===== config.mk =====
export PLATFORM = sky130hd
export DESIGN_NAME = mt_match_timer
export DESIGN_NICKNAME = d
export VERILOG_FILES = /design/src/rtl/mt_pkg.sv /design/src/rtl/mt_counter.sv /design/src/rtl/mt_match_bank.sv /design/src/rtl/mt_wdog_fsm.sv /design/src/rtl/mt_match_timer.sv
export SDC_FILE = /design/constraint.sdc
export NUM_CORES = 1
export LEC_CHECK = 0
export ABC_AREA = 1
export BUFFER_PORTS_ARGS = -buffer_cell sky130_fd_sc_hd__buf_2
export CAP_MARGIN = 40
export CORE_MARGIN = 2
export CORE_UTILIZATION = 60
export DETAILED_ROUTE_END_ITERATION = 8
export PLACE_DENSITY = 0.79
export SLEW_MARGIN = 20
export SYNTH_ARGS = -nofsm -noshare
export SYNTH_HDL_FRONTEND = slang
export SYNTH_HIERARCHICAL = 1
export SYNTH_SLANG_ARGS = --single-unit

===== constraint.sdc =====
create_clock -name clk -period 3 [get_ports clk]
set_input_delay 0.15 -clock clk [delete_from_list [all_inputs] [get_ports clk]]
set_output_delay 0.15 -clock clk [all_outputs]
set_load 0.01 [all_outputs]

===== src/rtl/mt_pkg.sv =====
package mt_pkg;

    typedef enum logic [1:0] {
        WD_IDLE  = 2'd0,
        WD_ARMED = 2'd1,
        WD_FIRE  = 2'd2
    } wd_state_e;

endpackage


===== src/rtl/mt_counter.sv =====
module mt_counter #(
    parameter int CNT_W = 32
) (
    input  logic             clk,
    input  logic             rst_n,
    input  logic             load,
    input  logic [CNT_W-1:0] load_val,
    output logic [CNT_W-1:0] cnt_q
);

    localparam logic [CNT_W-1:0] STEP = CNT_W'(1);

    always_ff @(posedge clk or negedge rst_n) begin
        if (!rst_n) begin
            cnt_q <= '0;
        end else if (load) begin
            cnt_q <= load_val;
        end else begin
            cnt_q <= cnt_q + STEP;
        end
    end

endmodule


===== src/rtl/mt_match_bank.sv =====
module mt_match_bank #(
    parameter int NCH   = 4,
    parameter int CNT_W = 32
) (
    input  logic                      clk,
    input  logic                      rst_n,
    input  logic [CNT_W-1:0]          cnt_q,
    input  logic [NCH-1:0]            cmp_wr,
    input  logic [CNT_W-1:0]          wdata,
    input  logic [NCH-1:0]            clr_mask,
    output logic [NCH-1:0][CNT_W-1:0] cmp_q,
    output logic [NCH-1:0]            hit,
    output logic [NCH-1:0]            sts_q
);

    for (genvar n = 0; n < NCH; n++) begin : g_ch
        logic [CNT_W-1:0] cmp_r;
        logic             flag_r;
        logic             eq;

        assign eq = (cnt_q == cmp_r);

        // compare value register
        always_ff @(posedge clk or negedge rst_n) begin
            if (!rst_n) begin
                cmp_r <= '1;
            end else if (cmp_wr[n]) begin
                cmp_r <= wdata;
            end
        end

        // sticky flag: a new hit outranks a clear on the same edge
        always_ff @(posedge clk or negedge rst_n) begin
            if (!rst_n) begin
                flag_r <= 1'b0;
            end else begin
                flag_r <= eq | (flag_r & ~clr_mask[n]);
            end
        end

        assign cmp_q[n] = cmp_r;
        assign hit[n]   = eq;
        assign sts_q[n] = flag_r;
    end

endmodule


===== src/rtl/mt_wdog_fsm.sv =====
module mt_wdog_fsm
    import mt_pkg::*;
(
    input  logic clk,
    input  logic rst_n,
    input  logic arm_wr,
    input  logic arm_bit,
    input  logic wd_hit,
    output logic armed,
    output logic rst_req
);

    wd_state_e state_q;
    wd_state_e state_d;

    // state register
    always_ff @(posedge clk or negedge rst_n) begin
        if (!rst_n) begin
            state_q <= WD_IDLE;
        end else begin
            state_q <= state_d;
        end
    end

    // next state
    always_comb begin
        state_d = state_q;
        unique case (state_q)
            WD_IDLE:  if (arm_wr && arm_bit) state_d = WD_ARMED;  // IDLE_TO_ARMED
            WD_ARMED: if (wd_hit)            state_d = WD_FIRE;   // ARMED_TO_FIRE
            WD_FIRE:                         state_d = WD_ARMED;  // FIRE_TO_ARMED
            default:                         state_d = WD_IDLE;
        endcase
    end

    // outputs
    always_comb begin
        armed   = 1'b0;
        rst_req = 1'b0;
        unique case (state_q)
            WD_IDLE:  ;
            WD_ARMED: armed = 1'b1;
            WD_FIRE: begin
                armed   = 1'b1;
                rst_req = 1'b1;
            end
            default:  ;
        endcase
    end

endmodule


===== src/rtl/mt_match_timer.sv =====
module mt_match_timer #(
    parameter int NCH    = 4,
    parameter int CNT_W  = 32,
    parameter int ADDR_W = 5
) (
    input  logic              clk,
    input  logic              rst_n,
    input  logic              bus_wr,
    input  logic [ADDR_W-1:0] bus_addr,
    input  logic [CNT_W-1:0]  bus_wdata,
    output logic [CNT_W-1:0]  bus_rdata,
    output logic [NCH-1:0]    irq,
    output logic              rst_req
);

    localparam int               IDX_W   = ADDR_W - 2;
    localparam int               WD_CH   = NCH - 1;
    localparam logic [IDX_W-1:0] IDX_CNT = IDX_W'(NCH);
    localparam logic [IDX_W-1:0] IDX_STS = IDX_W'(NCH + 1);
    localparam logic [IDX_W-1:0] IDX_ARM = IDX_W'(NCH + 2);
    localparam logic [IDX_W-1:0] IDX_IEN = IDX_W'(NCH + 3);

    logic [IDX_W-1:0]          idx;
    logic                      aligned;
    logic                      wr_ok;
    logic [NCH-1:0]            cmp_wr;
    logic [NCH-1:0]            clr_mask;
    logic [NCH-1:0][CNT_W-1:0] cmp_q;
    logic [NCH-1:0]            hit;
    logic [NCH-1:0]            sts_q;
    logic [NCH-1:0]            ien_q;
    logic [CNT_W-1:0]          cnt_q;
    logic                      armed;

    assign idx     = bus_addr[ADDR_W-1:2];
    assign aligned = (bus_addr[1:0] == 2'b00);
    assign wr_ok   = bus_wr && aligned;

    for (genvar n = 0; n < NCH; n++) begin : g_dec
        assign cmp_wr[n] = wr_ok && (idx == IDX_W'(n));
    end

    assign clr_mask = (wr_ok && idx == IDX_STS) ? bus_wdata[NCH-1:0] : '0;

    mt_counter #(.CNT_W(CNT_W)) u_cnt (
        .clk      (clk),
        .rst_n    (rst_n),
        .load     (wr_ok && idx == IDX_CNT),
        .load_val (bus_wdata),
        .cnt_q    (cnt_q)
    );

    mt_match_bank #(.NCH(NCH), .CNT_W(CNT_W)) u_bank (
        .clk      (clk),
        .rst_n    (rst_n),
        .cnt_q    (cnt_q),
        .cmp_wr   (cmp_wr),
        .wdata    (bus_wdata),
        .clr_mask (clr_mask),
        .cmp_q    (cmp_q),
        .hit      (hit),
        .sts_q    (sts_q)
    );

    mt_wdog_fsm u_wd (
        .clk     (clk),
        .rst_n   (rst_n),
        .arm_wr  (wr_ok && idx == IDX_ARM),
        .arm_bit (bus_wdata[0]),
        .wd_hit  (hit[WD_CH]),
        .armed   (armed),
        .rst_req (rst_req)
    );

    always_ff @(posedge clk or negedge rst_n) begin
        if (!rst_n) begin
            ien_q <= '0;
        end else if (wr_ok && idx == IDX_IEN) begin
            ien_q <= bus_wdata[NCH-1:0];
        end
    end

    assign irq = sts_q & ien_q;

    always_comb begin
        bus_rdata = '0;
        if (aligned) begin
            for (int n = 0; n < NCH; n++) begin
                if (idx == IDX_W'(n)) bus_rdata = cmp_q[n];
            end
            if (idx == IDX_CNT) bus_rdata = cnt_q;
            if (idx == IDX_STS) bus_rdata = CNT_W'(sts_q);
            if (idx == IDX_ARM) bus_rdata = CNT_W'(armed);
            if (idx == IDX_IEN) bus_rdata = CNT_W'(ien_q);
        end
    end

endmodule


Yosys cells after proc, flatten, opt, wreduce, memory -nomap -nowiden
Cells that the tools add are included.
{ "word_totals": {"regBits": 170, "output_inout_bits": 37, "elab_cells": 71, "input_bits": 40} }
{ "op_classes": {"n_addsub": 1, "reduce_logical": 15, "muxes": 16, "n_eq_ne": 15, "bitwise": 13} }
{ "ops": {"columns": ["operator", "n"], "rows": [
  ["$mux 32", 10],
  ["$eq 32x32->1", 4],
  ["$add 32x1->32 const B", 1],
  ["$eq 3x3->1 const B", 4],
  ["$logic_and 1x1->1", 10],
  ["$eq 3x2->1 const B", 2],
  ["$pmux 2 s3", 1],
  ["$and 1x1->1", 4],
  ["$and 4x4->4", 1],
  ["$logic_not 2->1", 2],
  ["$mux 2", 2],
  ["$mux 4", 1],
  ["$not 1->1", 4],
  ["$or 1x1->1", 4],
  ["$eq 3x1->1 const B", 1],
  ["$logic_not 3->1", 1],
  ["$eq 2x1->1 const B", 1],
  ["$eq 2x2->1 const B", 1],
  ["$mux 1", 2],
  ["$ne 2x1->1 const B", 1],
  ["$ne 2x2->1 const B", 1],
  ["$reduce_and 2->1", 1],
  ["$reduce_or 2->1", 1]
]} }

Depth between registers and ports, before layout
{ "logic_depth": {"word_depth": 10, "depth_mapped": 15} }

By module
The synthesis kept the hierarchy.
{ "modules_own_cells": {"columns": ["module", "seq_area_each_um2", "cells_each", "area_each_um2", "n_inst"], "rows": [
  ["mt_match_bank", 3463.3, 732, 7090.6, 1],
  ["mt_counter", 800.8, 317, 2089.5, 1],
  ["mt_match_timer", 100.1, 337, 1925.6, 1],
  ["mt_wdog_fsm", 50.0, 22, 170.2, 1]
]} }

Worst setup path after synthesis
No wires, ideal clock.
{ "synth_path": {"kind": "input to register", "startpoint": "input port bus_addr[3]", "endpoint": "register u_cnt.cnt_q[20]", "cell_stages": 10, "required_ns": 2.934, "slack_ns": 1.261, "setup_ns": 0.066, "arrival_ns": 1.674, "path_buffers": 5, "cell_sequence": "buf_4 nor2_4 nand2_1 buf_2 buf_2 nor2_1 buf_4 clkbuf_1 nand2_1 nand2_1"} }
{ "synth_between": {"elab_chain_cells": 3} }
{ "synth_rtl": {"columns": ["element", "line", "text"], "rows": [
  ["start, declared", "mt_match_timer.sv:9", "input logic [ADDR_W-1:0] bus_addr,"],
  ["$eq 3x3->1", "mt_match_timer.sv:48", ".load (wr_ok && idx == IDX_CNT),"],
  ["$logic_and 1x1->1", "mt_match_timer.sv:48", null],
  ["$mux 32", "mt_counter.sv:16", "end else if (load) begin"],
  ["end signal, assigned", "mt_counter.sv:17", "cnt_q <= load_val;"],
  ["end signal, assigned", "mt_counter.sv:19", "cnt_q <= cnt_q + STEP;"],
  ["end, declared", "mt_counter.sv:8", "output logic [CNT_W-1:0] cnt_q"]
]} }
No other way between the ends.
A chain may end at the register's enable or synchronous reset.

Worst setup path after layout
{ "layout_path": {"startpoint": "input port bus_addr[3]", "endpoint": "output port bus_rdata[31]"} }
{ "layout_between": {"elab_chain_cells": 10} }
{ "layout_rtl": {"columns": ["element", "line", "text"], "rows": [
  ["$logic_not 3->1", "mt_match_timer.sv:89", "if (idx == IDX_W'(n)) bus_rdata = cmp_q[n];"],
  ["$mux 32 (4 in series)", "mt_match_timer.sv:89", null],
  ["$mux 32", "mt_match_timer.sv:91", "if (idx == IDX_CNT) bus_rdata = cnt_q;"],
  ["$mux 32", "mt_match_timer.sv:92", "if (idx == IDX_STS) bus_rdata = CNT_W'(sts_q);"],
  ["$mux 32", "mt_match_timer.sv:93", "if (idx == IDX_ARM) bus_rdata = CNT_W'(armed);"],
  ["$mux 32 *", "mt_match_timer.sv:94", "if (idx == IDX_IEN) bus_rdata = CNT_W'(ien_q);"],
  ["$mux 32 *", "mt_match_timer.sv:87", "if (aligned) begin"],
  ["end, declared", "mt_match_timer.sv:11", "output logic [CNT_W-1:0] bus_rdata,"]
]} }
Every way passes the cells marked *; elsewhere a longest branch is shown, timed or not.

==> results.toml <==
[final_layout]
fill_cells = 1501
fin_nets = 1504
drive_above_1_share = 0.270
fin_util = 0.670
multi_input_area_um2 = 5850
layout.area.seq_um2 = 4410
area_growth_syn_to_layout_pct = 10.4
antenna_cells = 0

[timing]
max_freq_ghz = 0.416
skew_ns = 0.0107
report.final.hold_viol_count = 0
slew_violations = 0
setup_violations = 0
period_needed_ns = 2.40
rsz0062_at_grt = "false"
tightest_slew_ns = 0.885
timing.slew.headroom = 0.410
tns_ns = 0
period_share = 0.801

[setup_path]
startpoint = "bus_addr[3]"
reg2reg_to = "u_wd/state_q[0]$_DFFE_PN0P_"
cp.buffers_inverters = 3
path_delay_family = "buffers and inverters"
reg2reg_depth = 14
timing.rr.start = "u_cnt/cnt_q[1]$_DFF_PN0_"
critical_path_depth = 8
critPathSlowestCell = "buf_2"
crit_fanout = 34
cp_common_cell = "buf_2"
endpoint_kind = "primary output"
setup.worst_path.end = "bus_rdata[31]"
start_kind = "input port"
critPathArrivalTime_ns = 2.25
worstSetupPathType = "in -> out"
worstPathRequired_ns = 2.85
crit_path_cell_trace = "buf_2 > nor2_4 > nand2_2 > buf_4 > nor2_1 > a21oi_1 > a41oi_1 > buf_2"
crit_path_max_incr_delay_ns = 0.67
rrSetupSlack_ns = 0.95

[synthesis]
synth_fp_nets = 1447
ys_warn_count = 6
synthCells = 1402
syn_area_um2 = 11200
avgSynthCellArea_um2 = 8.02

[global_route]
first_global_vias = 9511
grt-ovfl-total = 0
grt_pass1_wl_um = 48000
grt_max_degree = 88
grtUsageTotal = 0.305
antenna_found_initial = 0

[floorplanning]
die_area_um2 = 19800
die_w_um = 141
coreArea_um2 = 18500
die_y_um = 141
fp-row-count = 50
io_pins = 77
initial_utilization = 0.607

[drt]
drt_wl_total_um = 29700
ant_nets = 0
drc_errors = 0
first_pass_iters = 8
routed_via_density = 5.69
vias = 9709
drt_iter0_markers = 881
wl_per_cell_um = 17.4

[worst_hold_path]
min_path_type = "in -> reg"

[cts]
clock_latency_ns = 0.43
path_clk_slew_ns = 0.06
cts_buffer_depth = 2
post_cts_buffers = 0
htreeDepth = 4
clock_tree.root_cell = "clkbuf_16"
clkSinkCount = 170
cts_made_buffers = 17
cts_tree = "yes"
ctsResizeCount = 0

[pwr]
power.density_nw_per_um2 = 673
irDropWorstVdd_v = 0.000427
p_leak_nw = 5.29

[placement]
place_hpwl_um = 20200
port_buffers = 76
gp_congestion = 0.921

[run]
maxCapViolations = 0

[status]
status = "finished clean"
-- final cells by class --
type / instances / share of cell area
multi-input combinational: 1019 / 0.471
sequential: 170 / 0.356
timing repair buffer: 121 / 0.0674
inverter: 130 / 0.0393
clock buffer: 24 / 0.0372
tap: 234 / 0.0236
clock inverter: 8 / 0.00595
-- stage by stage --
step                      power (mW)  hold slack, ns  instances  cell area [um^2]  setup WS [ns]
after floorplan                 5.69          -0.146       1402             11200           1.26
after CTS                       8.32       0.0000871       1705             12400          0.662
after global placement          6.06           0.279       1651             11600          0.746
final                           8.36          0.0130       1706             12400          0.596
after global routing            8.86         0.00795       1706             12400          0.494
after detailed placement        6.19           0.279       1651             11600          0.674
-- per-layer routing --
layer	track usage	vias up	wire length, um
met2	0.512	357	14600
met4	0.111	0	766
met1	0.402	4700	12700
met3	0.0513	61	1690
li1	-	4591	-
met5	0	-	0
-- repair_timing --
action,CTS,global route
setup endpoints to repair,0,0
endpoints found under the hold margin,73,0
hold buffers,22,0
-- layout by cell type (no fill, tap or decap), types with 6 or more instances in the layout --
| cell | count |
|---|---|
| a21oi_1 | 38 |
| a41oi_1 | 8 |
| a41oi_2 | 19 |
| buf_2 | 75 |
| buf_4 | 19 |
| clkbuf_1 | 6 |
| clkbuf_16 | 17 |
| dfrtp_1 | 42 |
| dfstp_2 | 128 |
| dlygate4sd3_1 | 22 |
| inv_1 | 125 |
| mux2_2 | 87 |
| nand2_1 | 436 |
| nand2_2 | 7 |
| nand3_1 | 47 |
| nand4_1 | 31 |
| nor2_1 | 127 |
| nor2_4 | 16 |
| o21ai_0 | 51 |
| o21ai_1 | 21 |
| xnor2_1 | 92 |
-- worst min path at each step --
stage	start	to	cells past startpoint
3_5_place_dp	rst_n	ien_q[3]$_DFFE_PN0P_	1
6_report	bus_wdata[13]	u_cnt/cnt_q[13]$_DFF_PN0_	3
3_3_place_gp	rst_n	ien_q[3]$_DFFE_PN0P_	1
2_1_floorplan	rst_n	ien_q[0]$_DFFE_PN0P_	0
5_1_grt	bus_wdata[24]	u_cnt/cnt_q[24]$_DFF_PN0_	3
4_1_cts	bus_wdata[8]	u_cnt/cnt_q[8]$_DFF_PN0_	3
-- report_power, final --
group / switching [mW] / internal (mW) / total, mW / leakage [nW]
sequential: 0.776 / 3.08 / 3.86 / 1.86
combinational: 1.30 / 1.13 / 2.43 / 3.17
clock: 0.903 / 1.16 / 2.07 / 0.266
total: 2.98 / 5.37 / 8.36 / 5.29
-- worst min-delay path: stages --
cell and delay, ns:
buf_2 0.12, nand2_1 0.07, nand2_1 0.06
-- flip-flops by register name, summed over array words and instances (netlist names) --
signal              cells
u_cnt/cnt_q            32
ien_q                   4
u_bank/g_ch.flag_r      4
u_wd/state_q            2
u_bank/g_ch.cmp_r     128
No activity file was read; power rests on OpenSTA's default activity.
